File: config.mk
export PLATFORM = sky130hd
export DESIGN_NAME = march_addr_gen
export DESIGN_NICKNAME = d
export VERILOG_FILES = /design/src/rtl/march_addr_gen.sv
export SDC_FILE = /design/constraint.sdc
export NUM_CORES = 1
export LEC_CHECK = 0
export BUFFER_PORTS_ARGS = -buffer_cell sky130_fd_sc_hd__buf_2
export CORE_AREA = 10 10 90 92
export CTS_CLUSTER_SIZE = 10
export DETAILED_ROUTE_END_ITERATION = 12
export DIE_AREA = 0 0 100 102
export PLACE_DENSITY = 0.74
export SYNTH_ARGS = -nofsm -noshare
export SYNTH_HDL_FRONTEND = slang
export SYNTH_SLANG_ARGS = --single-unit
File: constraint.sdc
create_clock -name clk -period 2.51 [get_ports clk]
set_input_delay 0.502 -clock clk [delete_from_list [all_inputs] [get_ports clk]]
set_output_delay 0.502 -clock clk [all_outputs]
set_load 0.01 [all_outputs]
File: src/rtl/march_addr_gen.sv
module march_addr_gen #(
  parameter int DATA_W = 64,
  parameter int ADDR_W = 9,
  parameter int SEL_W  = 3,
  parameter int RAM_N  = 4,
  parameter int SEED_W = 4,
  localparam int ID_W  = $clog2(RAM_N)
) (
  input  logic              clk,
  input  logic              rst_n,
  input  logic              start,
  input  logic              dir_down,
  input  logic [SEL_W-1:0]  row_sel,
  input  logic [RAM_N-1:0]  ram_mask,
  input  logic [RAM_N-1:0]  lsb_order,
  input  logic [SEED_W-1:0] seed,
  output logic [ADDR_W-1:0] addr,
  output logic [DATA_W-1:0] wdata,
  output logic              addr_vld,
  output logic              last,
  output logic [ID_W-1:0]   ram_id
);
  localparam int REP = DATA_W / SEED_W;

  logic              busy;
  logic [ADDR_W-1:0] cnt, lim_q, lim_in;
  logic [RAM_N-1:0]  mask_q, order_q;
  logic              dir_q;
  logic [SEED_W-1:0] seed_q;
  logic [ID_W-1:0]   id_q, first_id, next_id;
  logic              first_vld, next_vld, swap;
  logic [ADDR_W:0]   span;
  int                shamt;

  assign shamt  = (int'(row_sel) + 2 > ADDR_W) ? ADDR_W : int'(row_sel) + 2;
  assign span   = ({{ADDR_W{1'b0}}, 1'b1} << shamt) - 1'b1;
  assign lim_in = span[ADDR_W-1:0];

  always_comb begin
    first_vld = 1'b0;
    first_id  = '0;
    for (int i = RAM_N - 1; i >= 0; i--)
      if (ram_mask[i]) begin
        first_vld = 1'b1;
        first_id  = ID_W'(i);
      end
  end

  always_comb begin
    next_vld = 1'b0;
    next_id  = '0;
    for (int i = RAM_N - 1; i >= 0; i--)
      if (mask_q[i] && i > int'(id_q)) begin
        next_vld = 1'b1;
        next_id  = ID_W'(i);
      end
  end

  assign swap     = order_q[id_q];
  assign last     = busy && (dir_q ? (cnt == '0) : (cnt == lim_q));
  assign addr_vld = busy;
  assign ram_id   = id_q;
  assign wdata    = {REP{seed_q}};
  assign addr     = busy ? {cnt[ADDR_W-1:2], swap ? {cnt[1], cnt[1] ^ cnt[0]} : cnt[1:0]}
                         : '0;

  always_ff @(posedge clk or negedge rst_n) begin
    if (!rst_n) begin
      busy    <= 1'b0;
      cnt     <= '0;
      lim_q   <= '0;
      mask_q  <= '0;
      order_q <= '0;
      dir_q   <= 1'b0;
      seed_q  <= '0;
      id_q    <= '0;
    end else if (!busy) begin
      if (start && first_vld) begin
        busy    <= 1'b1;
        lim_q   <= lim_in;
        mask_q  <= ram_mask;
        order_q <= lsb_order;
        dir_q   <= dir_down;
        seed_q  <= seed;
        id_q    <= first_id;
        cnt     <= dir_down ? lim_in : '0;
      end
    end else if (last) begin
      if (next_vld) begin
        id_q <= next_id;
        cnt  <= dir_q ? lim_q : '0;
      end else begin
        busy <= 1'b0;
      end
    end else begin
      cnt <= dir_q ? cnt - 1'b1 : cnt + 1'b1;
    end
  end
endmodule

* Yosys cells after proc, flatten, opt, wreduce, memory -nomap -nowiden
Index checks and enable logic that the tools add are counted.
** Storage, ports and cells
- Register bits after elaboration :: 34
- Output and inout bits :: 77
- Input port bits :: 19
- Logic and storage cells :: 69
** Operators by class
- Magnitude comparators :: 5
- Bitwise gates (word level) :: 2
- Shifts and indexed selects :: 1
- Multiplexer cells :: 35
- Add/subtract/negate cells :: 4
- Reduce and logical (&&, ||, !) cells :: 10
- Eq/ne operators :: 4
** Operators by type and width (count)
- $mux 9 :: 8
- $gt 32x5->1 const B :: 1
- $mux 2 :: 11
- $sub 9x1->9 const B :: 2
- $mux 1 :: 14
- $add 9x1->9 const B :: 1
- $eq 9x9->1 :: 1
- $logic_not 9->1 :: 1
- $shl 1x4->9 const A :: 1
- $logic_and 1x1->1 :: 5
- $add 3x2->4 const B :: 1
- $gt 2x2->1 const A :: 2
- $mux 4 :: 1
- $reduce_and 2->1 :: 2
- $lt 2x3->1 const B :: 1
- $ne 3x2->1 const B :: 1
- $reduce_and 3->1 :: 1
- $bmux 1 s2 :: 1
- $gt 1x2->1 const A :: 1
- $ne 2x1->1 const B :: 1
- $ne 2x2->1 const B :: 1
- $reduce_bool 2->1 :: 1
- $not 1->1 :: 1
- $xor 1x1->1 :: 1

* Depth between registers and ports, before layout
Gate-level depths: netlist of the first run.
- Depth in word-level cells :: 8
- Depth in mapped cells :: 10

* Least setup slack after synthesis of the first run
No wires, ideal clock.
- Path kind :: register to register
- From :: register dir_q
- To :: register cnt[8]
- Period minus slack after synthesis :: 2.374 ns
- Arrival :: 2.248 ns
- Required time :: 2.384 ns
- Slack :: 0.136 ns
- Stages on the path, launching flop included :: 10
- Buffers on the path :: 1
- Setup time :: 0.126 ns
- Path through :: dfrtp_1 -> clkbuf_1 -> inv_1 -> fa_1 -> nor2b_1 -> o31a_1 -> or4_1 -> a31oi_1 -> xnor2_1 -> a221o_1
** Between the ends
- Cells in the longest elaborated chain, start to end :: 4
- Elaborated cells between the ends (all ways) :: 9
- Classes of those cells :: eq/ne: 1; mux: 6; reduce/logical: 2
** RTL lines
- start: declaration :: line 28 : logic dir_q;
- start signal: assignment :: line 83 : dir_q <= dir_down;
- $mux 1 or $mux 9 (tied branches) :: line 60, 91
- $logic_and 1x1->1 or $mux 9 (tied branches) :: line 60, 89
- $ne 3x2->1 (no source line) or $mux 9 (tied branches)
- $reduce_and 2->1 (no source line) or $mux 9 (tied branches)
- end signal: assignment :: line 86 : cnt <= dir_down ? lim_in : '0;
- end signal: assignment :: line 91 : cnt <= dir_q ? lim_q : '0;
- end signal: assignment :: line 96 : cnt <= dir_q ? cnt - 1'b1 : cnt + 1'b1;
- end: declaration :: line 26 : logic [ADDR_W-1:0] cnt, lim_q, lim_in;
Several ways; a longest one is shown, not always the timed one. The select of a mux whose other input is x is not followed.
A chain may end at the register's enable or synchronous reset.

* Final worst setup path of the first run
- From :: register cnt[3]
- To :: output port last
** Between the ends
- Cells in the longest elaborated chain, start to end :: 3
- Elaborated cells between the ends (all ways) :: 4
- Classes of those cells :: eq/ne: 1; mux: 1; reduce/logical: 2
** RTL lines
- $eq 9x9->1 or $logic_not 9->1 (tied branches) :: line 60 : assign last = busy && (dir_q ? (cnt == '0) : (cnt == lim_q));
- $mux 1 (*) :: line 60
- $logic_and 1x1->1 (*) :: line 60
- end: declaration :: line 20 : output logic last,
Mark *: on every way between the ends. The rest lies on a longest branch, timed or not.

==> flow_metrics.py, run 1 <==
metrics = {
    "global_route": {
        "grt_usage_pct": 13.7,
        "grt_first_pass_wirelength_mm": 11.5,
        "antenna_violations_before_repair": 0,
        "grt_max_degree": 34,
        "globalRoute.totalOverflow": 0,
        "grt_pass1_vias": 2321,
    },
    "logic_synthesis": {
        "yosysUniqueCellTypes": 49,
        "share_of_synthesized_registers_carrying_an_async_set_or_reset_pct": 100,
        "synth.avg_cell_area_um2": 8.49,
        "synth_sequential_area_ratio_pct": 29.5,
        "ys_ff_latch": 33,
        "postSynthCellCount": 330,
        "synth.cell_area_um2": 2800,
        "ys.warnings.count": 0,
        "synth_nets": 365,
        "synth-edff-count": 0,
        "synth_flop_cell": "sky130_fd_sc_hd__dfrtp_1",
    },
    "sta": {
        "drv_slew": 0,
        "max_freq_ghz": 0.415,
        "worst_slew_margin_rel_pct": 50.1,
        "setup_violations": 0,
        "fin_worst_skew_ns": 0.00885,
        "final_hold_violation_count": 0,
        "setup_slack_ns": 0.0986,
        "finalCritPeriodShare_pct": 96.1,
        "fin_setup_tns_ns": 0,
        "period_minus_slack_ns": 2.41,
        "whs_ns": 0.266,
        "worstMarginPinSlew_ns": 0.748,
        "rsz0062_at_grt": "no",
    },
    "drt": {
        "ant_nets": 0,
        "drt-wirelength-per-cell_um": 15.6,
        "routed_wire_length_mm": 7.12,
        "routed-via-count": 2329,
        "drc_viols": 0,
        "dr.first_iter.drc_count": 176,
        "via_per_inst": 5.11,
        "firstDrtPassIters": 4,
    },
    "pwr": {
        "p_leak_nw": 1.63,
        "powerDensity_nw_per_um2": 1570,
        "peakVddDrop_mv": 0.752,
    },
    "finish": {
        "antenna_cells_inserted": 0,
        "area_of_combinational_cells_with_multiple_inputs_um2": 1450,
        "share_of_cells_above_drive_strength_1_pct": 35.6,
        "area_growth_pct": 11.6,
        "fin_util_pct": 49.8,
        "area.sequential_um2": 830,
        "n_fill_cell": 592,
        "num-nets-final": 413,
    },
    "clock_network": {
        "clock_path_buffers": 2,
        "worstSkewPairLatency_ns": 0.29,
        "clock_root_buffer": "sky130_fd_sc_hd__clkbuf_8",
        "numClockSinks": 33,
        "tritoncts_clock_tree": "done",
        "cts_max_level": 2,
        "cts_clk_pin_slew_worst_paths_ns": 0.08,
        "clock_buffer_count_from_cts": 5,
        "cts_hold_repair.buffers": 0,
    },
    "die": {
        "core_box_area_um2": 6280,
        "rows": 29,
        "floorplan.initialDensity_pct": 44.6,
        "die_height_um": 102,
        "io_count": 96,
        "chipWidth_um": 100,
        "dieArea_um2": 10200,
    },
    "setup_path": {
        "worst_ep_arrival_time_ns": 1.91,
        "critical_path_required_ns": 2.01,
        "cpMaxStageDelayCell": "sky130_fd_sc_hd__or4_4",
        "ff2ff_setup_slack_ns": 0.13,
        "worstPathCellList": "or4_4, nor4_4, a41oi_2, nor2b_1, buf_2",
        "timing.reg2reg.worst_path_depth": 8,
        "worstSetupPathType": "reg2out",
        "setup.worst_path.start_class": "flop",
        "worstReg2RegEnd": "cnt[8]",
        "startpoint_of_the_most_critical_register_to_register_path": "dir_q",
        "critical_path.endpoint_type": "output pin",
        "worst_path_dominant_cell_family": "simple AND/OR/NAND/NOR gates",
        "timing.critical_path.fanout_max": 5,
        "timing.critical_path.slowest_cell_delay_ns": 0.56,
        "cp_num_buf_inv": 1,
    },
    "min_path": {
        "worst_hold_path_type": "in2async",
    },
    "run": {
        "drv.max_cap_violation_count": 0,
    },
    "placement": {
        "place.detailed.hpwl_mm": 5.44,
        "gp_congestion": 0.887,
        "pre_cts_slack_ns": 0.0627,
        "portBuffers": 95,
    },
    "run_status": {
        "outcome": "completed",
    },
}
-- flip-flops by register name, indices dropped and copies added, names as in the netlist --
register,count
dir_q,1
cnt,9
lim_q,9
addr_vld,1
ram_id,2
seed_q,4
mask_q,3
order_q,4
-- Yosys cell counts (3+ instances only) --
cell type / number / share of area (%)
sky130_fd_sc_hd__clkbuf_1: 7 / 0.94
sky130_fd_sc_hd__o22ai_1: 3 / 0.67
sky130_fd_sc_hd__nand2b_1: 5 / 1.1
sky130_fd_sc_hd__nand3b_1: 5 / 1.3
sky130_fd_sc_hd__inv_1: 8 / 1.1
sky130_fd_sc_hd__xor2_1: 10 / 3.1
sky130_fd_sc_hd__mux2_2: 3 / 1.2
sky130_fd_sc_hd__nor2_1: 12 / 1.6
sky130_fd_sc_hd__nand3_1: 6 / 1.1
sky130_fd_sc_hd__a21o_1: 4 / 1.1
sky130_fd_sc_hd__ha_1: 15 / 6.7
sky130_fd_sc_hd__a21oi_1: 13 / 2.3
sky130_fd_sc_hd__o21ai_0: 19 / 3.4
sky130_fd_sc_hd__and2_1: 11 / 2.5
sky130_fd_sc_hd__xnor2_1: 8 / 2.5
sky130_fd_sc_hd__nand4_1: 3 / 0.67
sky130_fd_sc_hd__a221o_1: 4 / 1.4
sky130_fd_sc_hd__nor4_1: 3 / 0.67
sky130_fd_sc_hd__buf_4: 60 / 16
sky130_fd_sc_hd__mux2i_1: 3 / 1.1
sky130_fd_sc_hd__dfrtp_1: 33 / 29
sky130_fd_sc_hd__nand2_1: 57 / 7.6
sky130_fd_sc_hd__nor2b_1: 5 / 1.1
-- per-stage QoR --
step / instances / instance area, µm² / total power, mW
detailed placement: 446 / 2990 / 4.35
finish: 456 / 3130 / 4.91
global route: 456 / 3130 / 5.34
global placement: 446 / 2990 / 4.29
CTS: 456 / 3130 / 4.91
floorplan: 330 / 2800 / 3.78
-- cell usage in the layout, fill, tap and decap left out, drive strengths merged, types with 2 or more instances in the layout --
cell / synthesis / routed
nand2b: 5 / 5
dfrtp: 33 / 33
o22ai: 3 / 3
nor4: 4 / 4
a221o: 4 / 4
a211oi: 2 / 2
nor3: 2 / 2
xnor2: 8 / 8
clkbuf: 7 / 5
nand3b: 5 / 5
a21oi: 13 / 13
or4: 3 / 3
buf: 64 / 112
ha: 15 / 15
nand2: 57 / 57
o21a: 2 / 2
nand4: 3 / 3
a21o: 4 / 4
o21ai: 20 / 20
mux2: 4 / 4
nor2: 12 / 12
and2: 11 / 11
xor2: 10 / 10
a31oi: 2 / 2
inv: 9 / 9
mux2i: 3 / 3
nor2b: 5 / 5
o211ai: 2 / 2
nand3: 6 / 6
-- worst register-to-register path: stages (launching register included) --
cell                      delay (ns)
sky130_fd_sc_hd__dfrtp_2        0.46
sky130_fd_sc_hd__buf_4          0.18
sky130_fd_sc_hd__ha_1           0.32
sky130_fd_sc_hd__o21a_1         0.12
sky130_fd_sc_hd__o31a_1         0.12
sky130_fd_sc_hd__or4_1          0.40
sky130_fd_sc_hd__a31oi_1        0.22
sky130_fd_sc_hd__xnor2_1        0.12
sky130_fd_sc_hd__a221o_1        0.33
-- area by class of cell --
| cell class | count | share of cell area [%] |
|---|---|---|
| Multi-Input combinational cell | 217 | 46.3 |
| Sequential cell | 33 | 26.5 |
| Timing Repair Buffer | 112 | 19.3 |
| Tap cell | 77 | 3.08 |
| Clock buffer | 5 | 2.20 |
| Clock inverter | 3 | 1.48 |
| Inverter | 9 | 1.16 |
-- power by group --
group | switching (mW) | internal [mW]
clock network | 0.212 | 0.297
logic | 1.70 | 1.51
registers | 0.379 | 0.807
-- how the worst max path moves through the flow --
stage,from,to,cells after the start
after CTS,cnt[3],last,5
after detailed placement,row_sel[1],cnt[6],11
final,cnt[3],last,5
after global routing,cnt[3],last,5
after floorplan,dir_q,cnt[8],9
after global placement,cnt[3],cnt[4],7
-- repair_timing --
item	4_1_cts	5_1_grt
pin swaps	1	0
resized for setup	3	1
setup buffers	2	0
setup endpoints to repair	1	1
-- routing by layer --
metal,global-route usage [%],up-vias,share of wire (%)
li1,-,1160,-
met1,16.5,1078,43
met2,23.8,77,50
met3,2.70,14,5.1
met4,4.67,0,1.9
met5,0,-,0
-- cell families after synthesis --
group	synth area share (%)
DFF	29.5
and+or+nand+nor	20.7
buffers and inverters	19.2
muxes	3.62
AOI/OAI and AO/OA	14.0
adders and majority gates	7.41
xor gates and xnor gates	5.62
Note: power is estimated with default switching activity, not from simulation.
==> run 2, diff against run 1 <==
--- a/config.mk
+++ b/config.mk
@@ -11,6 +11,8 @@
 export DETAILED_ROUTE_END_ITERATION = 12
 export DIE_AREA = 0 0 100 102
 export PLACE_DENSITY = 0.74
+export RECOVER_POWER = 100
+export REMOVE_ABC_BUFFERS = 1
 export SYNTH_ARGS = -nofsm -noshare
 export SYNTH_HDL_FRONTEND = slang
 export SYNTH_SLANG_ARGS = --single-unit
==> flow_metrics.py, run 2 (synthesized netlist as in run 1, its figures left out) <==
metrics = {
    "run_status": {
        "outcome": "finished, violations left",
        "failed_checks": "max-capacitance violations, max-slew violations",
    },
    "setup_path": {
        "cpMaxStageDelayCell": "sky130_fd_sc_hd__or4_4",
        "cp_num_buf_inv": 1,
        "worstSetupPathType": "reg2out",
        "critical_path_required_ns": 2.01,
        "critical_path.startpoint": "cnt[5]",
        "timing.reg2reg.worst_path_depth": 8,
        "timing.critical_path.fanout_max": 3,
        "worst_path_dominant_cell_family": "simple AND/OR/NAND/NOR gates",
        "ff2ff_setup_slack_ns": 0.12,
        "worstPathCellList": "or4_4, nor4_4, a41oi_4, nor2b_2, buf_2",
        "timing.critical_path.slowest_cell_delay_ns": 0.52,
        "worstReg2RegEnd": "cnt[4]",
        "critical_path.endpoint_type": "output pin",
        "setup.worst_path.start_class": "flop",
        "startpoint_of_the_most_critical_register_to_register_path": "cnt[5]",
        "crit_path_end": "last",
        "cp_num_cells": 5,
        "worst_ep_arrival_time_ns": 1.94,
    },
    "sta": {
        "drv_slew": 34,
        "worstMarginPinSlew_ns": 1.80,
        "setup_violations": 0,
        "rsz0062_at_grt": "yes",
        "worst_slew_margin_rel_pct": -19.9,
        "finalCritPeriodShare_pct": 97.3,
        "max_freq_ghz": 0.409,
        "fin_worst_skew_ns": 0.00367,
        "final_hold_violation_count": 0,
        "period_minus_slack_ns": 2.44,
        "whs_ns": 0.391,
    },
    "global_route": {
        "globalRoute.totalOverflow": 0,
        "grt_use_met2_pct": 25.0,
        "grt_pass1_vias": 2424,
        "grt_max_degree": 34,
        "grt_usage_pct": 14.1,
        "antenna_violations_before_repair": 0,
        "met3_usage_pct": 2.70,
        "grt-busiest-layer": "met2",
        "groute.layer.met1.usage_pct": 16.6,
        "grt_first_pass_wirelength_mm": 11.8,
    },
    "drt": {
        "routed_wire_length_mm": 7.43,
        "firstDrtPassIters": 4,
        "ant_nets": 0,
        "drc_viols": 0,
        "via_per_inst": 5.18,
        "drt-wirelength-per-cell_um": 16.1,
        "routed-via-count": 2387,
        "dr.first_iter.drc_count": 124,
    },
    "pwr": {
        "sequential_cell_fraction_of_total_power_pct": 23.5,
        "powerDensity_nw_per_um2": 1600,
        "p_int_mw": 2.57,
        "peakVddDrop_mv": 0.862,
        "p_leak_nw": 1.41,
        "post-layout-total-power_mw": 4.95,
        "p_sw_share_pct": 48.1,
        "comb_power_share_pct": 65.7,
        "switching_power_mw": 2.38,
        "clockPowerShare_pct": 10.8,
    },
    "die": {
        "die_height_um": 102,
        "floorplan.initialDensity_pct": 44.6,
        "rows": 29,
        "io_count": 96,
        "chipWidth_um": 100,
        "core_box_area_um2": 6280,
        "dieArea_um2": 10200,
    },
    "clock_network": {
        "cts_hold_repair.buffers": 0,
        "cts_max_level": 2,
        "worstSkewPairLatency_ns": 0.29,
        "clock_buffer_count_from_cts": 5,
        "cts_clk_pin_slew_worst_paths_ns": 0.07,
        "numClockSinks": 33,
        "clock_path_buffers": 2,
        "clock_root_buffer": "sky130_fd_sc_hd__clkbuf_8",
        "tritoncts_clock_tree": "done",
    },
    "finish": {
        "final_cell_area_um2": 3090,
        "top_regs": "cnt: 9 flops, lim_q: 9 flops",
        "num-nets-final": 418,
        "share_of_cells_above_drive_strength_1_pct": 17.7,
        "layout.cells.most_common_list": "sky130_fd_sc_hd__clkbuf_1, sky130_fd_sc_hd__nand2_1, sky130_fd_sc_hd__dfrtp_1, sky130_fd_sc_hd__buf_2, sky130_fd_sc_hd__buf_4",
        "final_common_cell": "sky130_fd_sc_hd__clkbuf_1",
        "area_growth_pct": 10.3,
        "n_fill_cell": 653,
        "final_cell_count_no_fill": 461,
        "antenna_cells_inserted": 0,
    },
    "placement": {
        "portBuffers": 95,
        "place_inst": 447,
        "gp_congestion": 0.891,
        "place.detailed.hpwl_mm": 5.77,
        "placed_area_um2": 2990,
    },
    "run": {
        "drv.max_cap_violation_count": 1,
    },
    "min_path": {
        "launch_point_of_the_worst_hold_path": "seed[1]",
        "worst_hold_path_type": "in2reg",
    },
}
-- run 2: cell type report --
class,instances,area (µm²),area share [%]
clock inverters,2,37.5,1.21
repair buffers,117,542,17.5
inverters,9,36.3,1.17
well taps,77,96.3,3.12
flip-flops and latches,33,830,26.8
multi-input cells,217,1470,47.4
clock buffers,6,82.6,2.67
-- run 2: worst min-delay path by stage --
stage	depth (start not counted)	endpoint
after global routing	3	seed_q[2]
after detailed placement	2	order_q[0]
after floorplan	0	addr_vld
after global placement	2	order_q[1]
final	3	seed_q[1]
after CTS	1	order_q[1]
-- run 2: per-layer routing --
metal	vias to the layer above	wire [µm]	share of wire, %
met4	0	135	1.8
met1	1128	3150	42
met3	10	340	4.6
li1	1178	-	-
met2	71	3810	51
met5	-	0	0
-- run 2: worst register-to-register path, stage by stage (launching register included) --
cell and delay, ns:
sky130_fd_sc_hd__dfrtp_2 0.42, sky130_fd_sc_hd__or4_4 0.52, sky130_fd_sc_hd__nor4_4 0.33, sky130_fd_sc_hd__a41oi_4 0.08, sky130_fd_sc_hd__buf_4 0.20, sky130_fd_sc_hd__o21ai_4 0.15, sky130_fd_sc_hd__and2_1 0.21, sky130_fd_sc_hd__inv_4 0.07
sky130_fd_sc_hd__mux2_4 0.30
-- run 2: stage by stage --
step	setup slack, ns	TNS, ns	utilization (%)
floorplan	0.0823	0	-
CTS	-0.0479	-0.0479	50.4
global placement	0.176	0	47.7
detailed placement	0.114	0	47.7
finish	0.0668	0	49.2
global route	-0.0200	-0.0200	49.2
-- run 2: repair_timing --
item	in CTS	in global routing
endpoints found under the setup margin	1	3
buffers inserted	5	1
gates resized for setup	3	5
pin swaps	2	1
-- run 2: power groups by stage --
stage          Sequential [mW]  Combinational, mW  Clock (mW)
4_1_cts                   1.14               3.35       0.546
3_5_place_dp              1.17               3.23           0
5_1_grt                   1.22               3.59       0.566
2_1_floorplan             1.39               1.81           0
6_report                  1.16               3.25       0.532
3_3_place_gp              1.16               3.16           0
==> run 3, diff against run 2 <==
--- a/config.mk
+++ b/config.mk
@@ -6,13 +6,14 @@
 export NUM_CORES = 1
 export LEC_CHECK = 0
 export BUFFER_PORTS_ARGS = -buffer_cell sky130_fd_sc_hd__buf_2
-export CORE_AREA = 10 10 90 92
+export CORE_AREA = 10 10 83 99
 export CTS_CLUSTER_SIZE = 10
 export DETAILED_ROUTE_END_ITERATION = 12
-export DIE_AREA = 0 0 100 102
+export DIE_AREA = 0 0 93 109
 export PLACE_DENSITY = 0.74
 export RECOVER_POWER = 100
 export REMOVE_ABC_BUFFERS = 1
+export SLEW_MARGIN = 20
 export SYNTH_ARGS = -nofsm -noshare
 export SYNTH_HDL_FRONTEND = slang
 export SYNTH_SLANG_ARGS = --single-unit
==> flow_metrics.py, run 3 (synthesized netlist as in run 1, its figures left out) <==
metrics = {
    "global_route": {
        "antenna_violations_before_repair": 0,
        "grt_max_degree": 34,
        "grt_usage_pct": 13.6,
        "grt_first_pass_wirelength_mm": 11.5,
        "globalRoute.totalOverflow": 0,
        "grt_pass1_vias": 2450,
    },
    "finish": {
        "num-nets-final": 417,
        "antenna_cells_inserted": 0,
        "n_fill_cell": 672,
        "share_of_cells_above_drive_strength_1_pct": 16.0,
        "area_growth_pct": 8.57,
        "area.sequential_um2": 828,
        "final_cell_count_no_fill": 467,
        "top_regs": "cnt: 9 flops, lim_q: 9 flops",
        "layout.cells.most_common_list": "sky130_fd_sc_hd__clkbuf_1, sky130_fd_sc_hd__nand2_1, sky130_fd_sc_hd__dfrtp_1, sky130_fd_sc_hd__buf_2, sky130_fd_sc_hd__o21ai_0",
        "final_cell_area_um2": 3040,
        "fin_util_pct": 48.1,
        "area_of_combinational_cells_with_multiple_inputs_um2": 1460,
        "final_common_cell": "sky130_fd_sc_hd__clkbuf_1",
    },
    "drt": {
        "routed_wire_length_mm": 6.87,
        "routed-via-count": 2355,
        "dr.first_iter.drc_count": 170,
        "firstDrtPassIters": 4,
        "drc_viols": 0,
        "via_per_inst": 5.04,
        "drt-wirelength-per-cell_um": 14.7,
        "ant_nets": 0,
    },
    "setup_path": {
        "timing.critical_path.slowest_cell_delay_ns": 0.55,
        "worstSetupPathType": "reg2out",
        "cpMaxStageDelayCell": "sky130_fd_sc_hd__or4_4",
        "critical_path.endpoint_type": "output pin",
        "setup.worst_path.start_class": "flop",
        "critical_path_required_ns": 2.01,
        "worst_ep_arrival_time_ns": 1.95,
        "timing.critical_path.fanout_max": 6,
        "worstPathCellList": "or4_4, nor4_4, a41oi_4, nor2b_2, buf_2",
    },
    "clock_network": {
        "clock_path_buffers": 2,
        "worstSkewPairLatency_ns": 0.29,
        "tritoncts_clock_tree": "done",
        "clock_buffer_count_from_cts": 5,
        "cts_hold_repair.buffers": 0,
        "cts_max_level": 2,
        "cts_clk_pin_slew_worst_paths_ns": 0.07,
        "numClockSinks": 33,
        "clock_root_buffer": "sky130_fd_sc_hd__clkbuf_8",
    },
    "sta": {
        "final_hold_violation_count": 0,
        "fin_setup_tns_ns": 0,
        "setup_violations": 0,
        "drv_slew": 34,
        "fin_worst_skew_ns": 0.00750,
        "finalCritPeriodShare_pct": 97.8,
        "max_freq_ghz": 0.407,
        "period_minus_slack_ns": 2.46,
        "rsz0062_at_grt": "yes",
        "worst_slew_margin_rel_pct": -20.1,
        "worstMarginPinSlew_ns": 1.80,
    },
    "placement": {
        "placed_area_um2": 3010,
        "place.detailed.hpwl_mm": 5.40,
        "place_inst": 456,
        "gp_congestion": 0.893,
        "portBuffers": 95,
    },
    "run": {
        "drv.max_cap_violation_count": 1,
    },
    "die": {
        "dieArea_um2": 10100,
        "rows": 32,
        "io_count": 96,
        "floorplan.initialDensity_pct": 44.3,
        "chipWidth_um": 93,
        "die_height_um": 109,
        "core_box_area_um2": 6330,
    },
    "run_status": {
        "failed_checks": "max-capacitance violations, max-slew violations",
        "outcome": "finished, violations left",
    },
    "min_path": {
        "worst_hold_path_type": "in2reg",
    },
    "pwr": {
        "p_leak_nw": 1.39,
        "powerDensity_nw_per_um2": 1550,
        "peakVddDrop_mv": 0.599,
    },
}
[run 3: per-stage QoR]
stage               setup WS, ns  hold WS (ns)  power [mW]
floorplan                 0.0823         0.206        3.20
global placement           0.119         0.453        4.31
detailed placement        0.0187         0.460        4.40
CTS                       0.0186         0.302        4.86
global route             -0.0242         0.407        5.17
finish                    0.0543         0.408        4.72
[run 3: where the power goes]
part / switching, mW / internal (mW) / total [mW]
logic: 1.74 / 1.41 / 3.15
clock network: 0.185 / 0.217 / 0.403
registers: 0.360 / 0.807 / 1.17
total: 2.29 / 2.43 / 4.72
[run 3: final timing paths]
check,cells after the start,startpoint,slack [ns],endpoint
worst max-delay path,5,cnt[3],0.05,last
worst min-delay path,3,seed[1],0.41,seed_q[1]
worst max register to register,8,cnt[3],0.12,cnt[4]
worst min register to register,2,order_q[2],0.47,order_q[2]
max in group asynchronous,1,rst_n,0.64,cnt[4]
min in group asynchronous,1,rst_n,0.69,mask_q[3]
[run 3: metal layers]
layer  global-route usage (%)  share of wire (%)
met1                     16.4                 43
met2                     23.2                 51
met3                     2.48                4.3
met4                     5.52                1.7
met5                        0                  0
[run 3: layout make-up]
| class | count | area share [%] |
|---|---|---|
| multi-input cells | 217 | 48.0 |
| flip-flops and latches | 33 | 27.2 |
| inverters | 9 | 1.19 |
| well taps | 85 | 3.50 |
| clock buffers | 7 | 2.84 |
| repair buffers | 116 | 17.3 |
[run 3: worst max-delay path, delay by kind of cell (launching register included)]
kind                   cells  cell delay [ns]
AO/OA/AOI/OAI              1             0.10
flip-flops                 1             0.40
AND/OR/NAND/NOR            3             1.03
buffers and inverters      1             0.14
[run 3: what timing repair did]
item | CTS | global route
gates resized for setup | 3 | 2
pin swaps | 1 | 2
setup buffers | 0 | 4
endpoints found under the setup margin | 1 | 2
